[src/rtl/lf_pkg.sv]
package lf_pkg;
   typedef enum logic [1:0] {
      ST_IDLE  = 2'd0,
      ST_FETCH = 2'd1,
      ST_WRITE = 2'd2,
      ST_DONE  = 2'd3
   } lf_state_e;
endpackage

[src/rtl/lf_addr_gen.sv]
module lf_addr_gen #(
   parameter int ADDR_W = 8,
   parameter int WORDS  = 4
) (
   input  logic              clk,
   input  logic              rst_n,
   input  logic              load,
   input  logic [ADDR_W-1:0] load_addr,
   input  logic              step,
   output logic [ADDR_W-1:0] cur_addr,
   output logic [ADDR_W-$clog2(WORDS)-1:0] line_idx
);
   localparam int OFF_W  = $clog2(WORDS);
   localparam int LINE_W = ADDR_W - OFF_W;
   localparam logic [OFF_W-1:0] OFF_ONE = OFF_W'(1);

   logic [LINE_W-1:0] line_q;
   logic [OFF_W-1:0]  off_q;
   logic              down_q;

   always_ff @(posedge clk) begin
      if (!rst_n) begin
         line_q <= '0;
         off_q  <= '0;
         down_q <= 1'b0;
      end else if (load) begin
         line_q <= load_addr[ADDR_W-1:OFF_W];
         off_q  <= load_addr[OFF_W-1:0];
         down_q <= load_addr[0];
      end else if (step) begin
         if (down_q) off_q <= off_q - OFF_ONE;
         else        off_q <= off_q + OFF_ONE;
      end
   end

   assign cur_addr = {line_q, off_q};
   assign line_idx = line_q;
endmodule

[src/rtl/lf_line_buf.sv]
module lf_line_buf #(
   parameter int DATA_W = 16,
   parameter int WORDS  = 4
) (
   input  logic                    clk,
   input  logic                    rst_n,
   input  logic                    wr_en,
   input  logic [$clog2(WORDS)-1:0] wr_idx,
   input  logic [DATA_W-1:0]       wr_data,
   output logic [WORDS*DATA_W-1:0] line_flat
);
   localparam int OFF_W = $clog2(WORDS);

   for (genvar i = 0; i < WORDS; i++) begin : g_word
      logic [DATA_W-1:0] word_q;
      always_ff @(posedge clk) begin
         if (!rst_n)                                word_q <= '0;
         else if (wr_en && wr_idx == OFF_W'(i))    word_q <= wr_data;
      end
      assign line_flat[i*DATA_W +: DATA_W] = word_q;
   end
endmodule

[src/rtl/lf_ctrl.sv]
module lf_ctrl #(
   parameter int WORDS = 4
) (
   input  logic clk,
   input  logic rst_n,
   input  logic miss_req,
   input  logic beat_in,
   output logic load,
   output logic fetching,
   output logic first_beat,
   output logic line_wr,
   output logic fill_done,
   output logic busy
);
   import lf_pkg::*;
   localparam int OFF_W = $clog2(WORDS);
   localparam logic [OFF_W-1:0] LAST_CNT = OFF_W'(WORDS - 1);
   localparam logic [OFF_W-1:0] CNT_ONE  = OFF_W'(1);

   lf_state_e        state_q, state_d;
   logic [OFF_W-1:0] cnt_q;
   logic             beat_ok, last_beat;

   assign fetching   = (state_q == ST_FETCH);
   assign beat_ok    = fetching && beat_in;
   assign last_beat  = beat_ok && (cnt_q == LAST_CNT);
   assign first_beat = fetching && (cnt_q == '0);
   assign load       = (state_q == ST_IDLE) && miss_req;
   assign line_wr    = (state_q == ST_WRITE);
   assign fill_done  = (state_q == ST_DONE);
   assign busy       = (state_q != ST_IDLE);

   always_comb begin
      state_d = state_q;
      unique case (state_q)
         ST_IDLE:  if (miss_req)  state_d = ST_FETCH;
         ST_FETCH: if (last_beat) state_d = ST_WRITE;
         ST_WRITE:                state_d = ST_DONE;
         ST_DONE:                 state_d = ST_IDLE;
         default:                 state_d = ST_IDLE;
      endcase
   end

   always_ff @(posedge clk) begin
      if (!rst_n) begin
         state_q <= ST_IDLE;
         cnt_q   <= '0;
      end else begin
         state_q <= state_d;
         if (load)         cnt_q <= '0;
         else if (beat_ok) cnt_q <= cnt_q + CNT_ONE;
      end
   end
endmodule

[src/rtl/lf_burst_fill.sv]
module lf_burst_fill #(
   parameter int ADDR_W     = 8,
   parameter int DATA_W     = 16,
   parameter int WORDS      = 4,
   parameter bit CPU_BYPASS = 1'b1
) (
   input  logic                        clk,
   input  logic                        rst_n,
   input  logic                        miss_req,
   input  logic [ADDR_W-1:0]           miss_addr,
   output logic                        busy,
   output logic                        mem_req,
   output logic [ADDR_W-1:0]           mem_addr,
   input  logic                        mem_rvalid,
   input  logic [DATA_W-1:0]           mem_rdata,
   output logic                        cpu_vld,
   output logic [DATA_W-1:0]           cpu_data,
   output logic                        line_wr,
   output logic [ADDR_W-$clog2(WORDS)-1:0] line_addr,
   output logic [WORDS*DATA_W-1:0]     line_data,
   output logic                        fill_done
);
   localparam int OFF_W = $clog2(WORDS);

   if (WORDS < 2 || (WORDS & (WORDS - 1)) != 0) begin : g_bad_words
      $error("lf_burst_fill: WORDS must be a power of two, at least 2");
   end
   if (ADDR_W <= OFF_W) begin : g_bad_addr
      $error("lf_burst_fill: ADDR_W must exceed log2(WORDS)");
   end
   if (DATA_W < 1) begin : g_bad_data
      $error("lf_burst_fill: DATA_W must be positive");
   end

   logic load, fetching, first_beat, beat;

   lf_ctrl #(.WORDS(WORDS)) u_ctrl (
      .clk       (clk),
      .rst_n     (rst_n),
      .miss_req  (miss_req),
      .beat_in   (mem_rvalid),
      .load      (load),
      .fetching  (fetching),
      .first_beat(first_beat),
      .line_wr   (line_wr),
      .fill_done (fill_done),
      .busy      (busy)
   );

   assign beat    = fetching && mem_rvalid;
   assign mem_req = fetching;

   lf_addr_gen #(.ADDR_W(ADDR_W), .WORDS(WORDS)) u_addr (
      .clk      (clk),
      .rst_n    (rst_n),
      .load     (load),
      .load_addr(miss_addr),
      .step     (beat),
      .cur_addr (mem_addr),
      .line_idx (line_addr)
   );

   lf_line_buf #(.DATA_W(DATA_W), .WORDS(WORDS)) u_buf (
      .clk      (clk),
      .rst_n    (rst_n),
      .wr_en    (beat),
      .wr_idx   (mem_addr[OFF_W-1:0]),
      .wr_data  (mem_rdata),
      .line_flat(line_data)
   );

   if (CPU_BYPASS) begin : g_fwd_bypass
      assign cpu_vld  = beat && first_beat;
      assign cpu_data = mem_rdata;
   end else begin : g_fwd_buffered
      logic             vld_q;
      logic [OFF_W-1:0] first_off_q;
      always_ff @(posedge clk) begin
         if (!rst_n) begin
            vld_q       <= 1'b0;
            first_off_q <= '0;
         end else begin
            vld_q <= beat && first_beat;
            if (load) first_off_q <= miss_addr[OFF_W-1:0];
         end
      end
      assign cpu_vld  = vld_q;
      assign cpu_data = line_data[first_off_q*DATA_W +: DATA_W];
   end
endmodule

[config.mk]
export PLATFORM = sky130hd
export DESIGN_NAME = lf_burst_fill
export DESIGN_NICKNAME = d
export VERILOG_FILES = /design/src/rtl/lf_pkg.sv /design/src/rtl/lf_addr_gen.sv /design/src/rtl/lf_line_buf.sv /design/src/rtl/lf_ctrl.sv /design/src/rtl/lf_burst_fill.sv
export SDC_FILE = /design/constraint.sdc
export NUM_CORES = 1
export LEC_CHECK = 0
export CORE_UTILIZATION = 47
export CTS_CLUSTER_SIZE = 16
export DETAILED_ROUTE_END_ITERATION = 12
export PLACE_DENSITY = 0.85
export SLEW_MARGIN = 20
export SYNTH_ARGS = -nofsm -noshare
export SYNTH_HDL_FRONTEND = slang
export SYNTH_SLANG_ARGS = --single-unit
[constraint.sdc]
create_clock -name clk -period 3.9 [get_ports clk]
set_input_delay 0.78 -clock clk [delete_from_list [all_inputs] [get_ports clk]]
set_output_delay 0.78 -clock clk [all_outputs]
set_load 0.01 [all_outputs]
# Yosys cells after proc, flatten, opt, wreduce, memory -nomap -nowiden
# Index checks and enable logic that the tools add are counted.
# totals
inputBits	28
mem_bits_ro	0
latchBits	0
word_cells	44
memories	0
ff_bits	77
mem_bits_rw	0
# classes
n_div	0
n_addsub	3
n_eq_ne	9
mul	0
n_reduce_logical	16
order_cmp	0
n_mux	6
n_shift	0
bitwise	1
# ops
operator	count
== test 2 bit (second input constant)	5
2-to-1 mux 2 bit	5
logical AND 1 bit	9
one-hot mux 2 bit (4 select lines)	1
zero test 2 bit	3
adder 2 x 1 -> 2 bit (second input constant)	2
== test 2 x 1 -> 1 bit (second input constant)	2
inequality test 2 bit (second input constant)	2
nonzero test 2 bit	2
AND reduction 2 bit	1
OR reduction 2 bit	1
subtractor 2 x 1 -> 2 bit (second input constant)	1
NOT 1 bit	1

# Longest topological paths before layout
# logic_depth
word_depth	5
mapped_depth	8

# Modules after synthesis
# From an unflattened synthesis, not the netlist that was laid out.
# hier_totals
cells_unflattened	319
hier_area_um2	3208.1
# by_module_without_submodules
module	seq_area_each_um2	cells_per_inst	area_per_inst_um2	instances
lf_line_buf	1281.2	228	2368.5	1
lf_addr_gen	180.2	40	406.6	1
lf_ctrl	80.1	33	300.3	1
lf_burst_fill	0.0	18	132.6	1

# Least setup slack after synthesis
# Ideal clock, no wire load.
# synth_path
kind	input port to output port
startpoint	input port mem_rvalid
endpoint	output port cpu_vld
path_stages	2
required_time_ns	3.120
t_arrival_ns	1.118
slack_ns	2.002
cell_sequence	buf_4 -> and3_1
# synth_between
elab_chain_cells	2
# synth_lines
element	line	source
from (decl)	lf_burst_fill.sv:14	input logic mem_rvalid,
logical AND 1 bit	lf_burst_fill.sv:50	assign beat = fetching && mem_rvalid;
logical AND 1 bit	lf_burst_fill.sv:73	assign cpu_vld = beat && first_beat;
to (decl)	lf_burst_fill.sv:16	output logic cpu_vld,
# No other way between the ends.

# Final worst setup path
# Same ends and word-level chain as after synthesis.

==> impl_metrics.py <==
metrics = {
    "status": {
        "outcome": "complete, no violations",
    },
    "cts": {
        "clockBufferDepth": 2,
        "cts-resized-gates": 0,
        "clk_latency_ns": 0.34,
        "clockRootBuffer": "clkbuf_8",
        "ctsHoldBuffers": 0,
        "cts.sinks": 77,
        "cts_tree": "built",
        "clk_pin_slew_ns": 0.08,
        "post-cts-setup-buffers": 0,
        "cts_buffers": 9,
        "htree_levels": 3,
    },
    "pwr": {
        "p_per_area_nw_per_um2": 463.6,
        "ir_drop_v": 0.0003372,
        "pwr-share-clk": 0.317,
        "p_int_uw": 1525,
        "swShare": 0.2885,
        "p_comb_frac": 0.264,
        "p_leak_uw": 0.001603,
        "power.switching_uw": 618.1,
        "seq_power_share": 0.420,
    },
    "timing": {
        "setup_viol": 0,
        "max_freq_mhz": 325.2,
        "final.min_clock_period_ns": 3.075,
        "fin_crit_sh": 0.7884,
        "tns_ns": 0,
        "slew_violations": 0,
        "maxSlewHeadroom": 0.4975,
        "hold_viol": 0,
        "rsz0062_at_grt": "no",
        "worst_slew_pin_slew_ns": 0.7516,
        "fin_skew_ns": 0.006201,
    },
    "placement": {
        "dpl.hpwl_mm": 5.619,
        "place_inst": 564,
        "place_congestion": 0.8024,
        "portBuffers": 126,
        "placed_area_um2": 4393,
    },
    "worst_setup_path": {
        "regToRegSetupSlack_ns": 1.78,
        "crit_required_ns": 3.12,
        "start_kind": "input port",
        "endpoint_kind": "output pin",
        "arrival_ns": 2.29,
        "path_class": "input port to output pin",
        "cp_max_fo": 13,
    },
    "drt": {
        "ant_nets": 0,
        "firstDrtPassIters": 4,
        "via_per_inst": 4.969,
        "routed_wl_mm": 8.285,
        "dr_total_vias": 2882,
        "dr.first_iter.drc_count": 104,
        "wire_per_inst_um": 14.28,
        "drc": 0,
    },
    "synth": {
        "synth_nets": 426,
        "synth_area_um2": 3306,
        "synth_edf_count": 0,
        "synth_cell_types": 24,
        "seq_area_frac_synth": 0.4663,
        "avgSynthCellArea_um2": 8.542,
        "ys_ff_latch": 77,
        "async_reset_ff_frac": 0,
        "synth_flop_cell": "dfxtp_1",
        "postSynthCellCount": 387,
        "ys_warn_count": 0,
    },
    "floorplan": {
        "core_area_um2": 6794,
        "die_w_um": 85.87,
        "start_util": 0.4866,
        "num_rows": 30,
        "pin_count": 127,
        "die_area_um2": 7373,
        "die_h_um": 85.87,
    },
    "grt": {
        "grt_pass1_vias": 2706,
        "grt_max_degree": 79,
        "antenna_found_initial": 0,
        "grt-ovfl-total": 0,
        "grt_first_pass_wirelength_mm": 13.24,
        "track_usage": 0.2322,
    },
    "finish": {
        "final_cells": 580,
        "fin_area_um2": 4622,
        "layout-drive-gt1-share": 0.05785,
        "layout.nets": 518,
        "syn_to_final_growth_pct": 39.82,
        "final_cell_mix": "150 x nand2_1, 125 x clkdlybuf4s50_1, 77 x dfxtp_1",
        "layout_commonest_cell": "nand2_1",
        "num_antenna_cells": 0,
        "n_fill_cell": 562,
    },
    "min_path": {
        "hold_path_class": "flop to flop",
    },
    "flow_run": {
        "maxCapViolCount": 0,
    },
}
==> through the flow <==
| stage | utilization | hold WS [ns] | setup slack, ns | total power, uW |
|---|---|---|---|---|
| 2_1_floorplan | - | 0.4521 | 2.002 | 1243 |
| 3_3_place_gp | 0.6466 | 0.4411 | 0.8736 | 1462 |
| 3_5_place_dp | 0.6466 | 0.4479 | 0.8407 | 1482 |
| 4_1_cts | 0.6799 | 0.4587 | 0.8234 | 2157 |
| 5_1_grt | 0.6803 | 0.4670 | 0.7436 | 2245 |
| 6_report | 0.6803 | 0.4543 | 0.8251 | 2143 |
==> registers in the layout, indices dropped and copies added, names as in the netlist <==
register	count
u_buf.g_word.word_q	64
u_ctrl.cnt_q	2
u_addr.line_idx	6
u_ctrl.state_q	2
u_addr.down_q	1
u_addr.off_q	2
==> cells in the mapped netlist (2+ instances only) <==
library cell,count,area share
buf_4,27,0.061
nor2_1,2,0.0023
dfxtp_1,77,0.47
o21ai_0,2,0.0030
buf_2,7,0.011
and3_1,5,0.0095
a21boi_0,51,0.12
nand2_1,150,0.17
nand3_2,3,0.0091
clkbuf_2,2,0.0030
xnor2_1,2,0.0053
ha_1,11,0.042
a21boi_2,10,0.034
nand3_1,3,0.0045
clkbuf_1,8,0.0091
a21boi_1,10,0.023
mux2i_1,2,0.0061
inv_1,7,0.0079
a21oi_1,3,0.0045
==> routing by layer <==
layer	global-route usage	vias up	part of all wire
li1	-	1404	-
met1	0.2942	1364	0.45
met2	0.3824	102	0.48
met3	0.04331	12	0.053
met4	0.1091	0	0.017
met5	0	-	0
==> cell type report <==
type / count / area, um^2 / share of cell area
Timing Repair Buffer: 126 / 1259 / 0.2723
Tap cell: 96 / 120.1 / 0.02599
Multi-Input combinational cell: 258 / 1449 / 0.3135
Inverter: 7 / 26.28 / 0.005685
Clock inverter: 3 / 67.56 / 0.01462
Sequential cell: 77 / 1541 / 0.3335
Clock buffer: 13 / 158.9 / 0.03438
==> power by group through the flow <==
stage	registers (uW)	logic (uW)	clock network [uW]
after floorplan	933	310	0
after global placement	913	549	0
after detailed placement	916	566	0
after CTS	899	571	687
after global routing	908	614	722
final	899	565	679
==> path summary, 6_finish.rpt <==
path	startpoint	end	cells after the start
max	mem_rvalid	cpu_vld	3
min	u_buf.g_word[1].word_q[11]	u_buf.g_word[1].word_q[11]	2
max reg2reg	u_ctrl.state_q[1]	u_buf.g_word[0].word_q[1]	5
min reg2reg	u_buf.g_word[1].word_q[11]	u_buf.g_word[1].word_q[11]	2
==> logic make-up (layout without fill, tap and decap cells) <==
| kind of cell | after synthesis | in the layout | synth area share |
|---|---|---|---|
| AO/OA/AOI/OAI | 78 | 78 | 0.1851 |
| multiplexers | 2 | 2 | 0.006056 |
| buffers and inverters | 52 | 149 | 0.09538 |
| XOR/XNOR | 3 | 3 | 0.007950 |
| AND/OR/NAND/NOR | 164 | 164 | 0.1976 |
| flip-flops | 77 | 77 | 0.4663 |
| adder cells (fa/ha/maj) | 11 | 11 | 0.04163 |
==> critical path, cell delays in order <==
cell	delay, ns
clkdlybuf4s50_1	0.74
and3_1	0.24
clkdlybuf4s50_1	0.54
No activity file was read; power rests on OpenSTA's default activity.
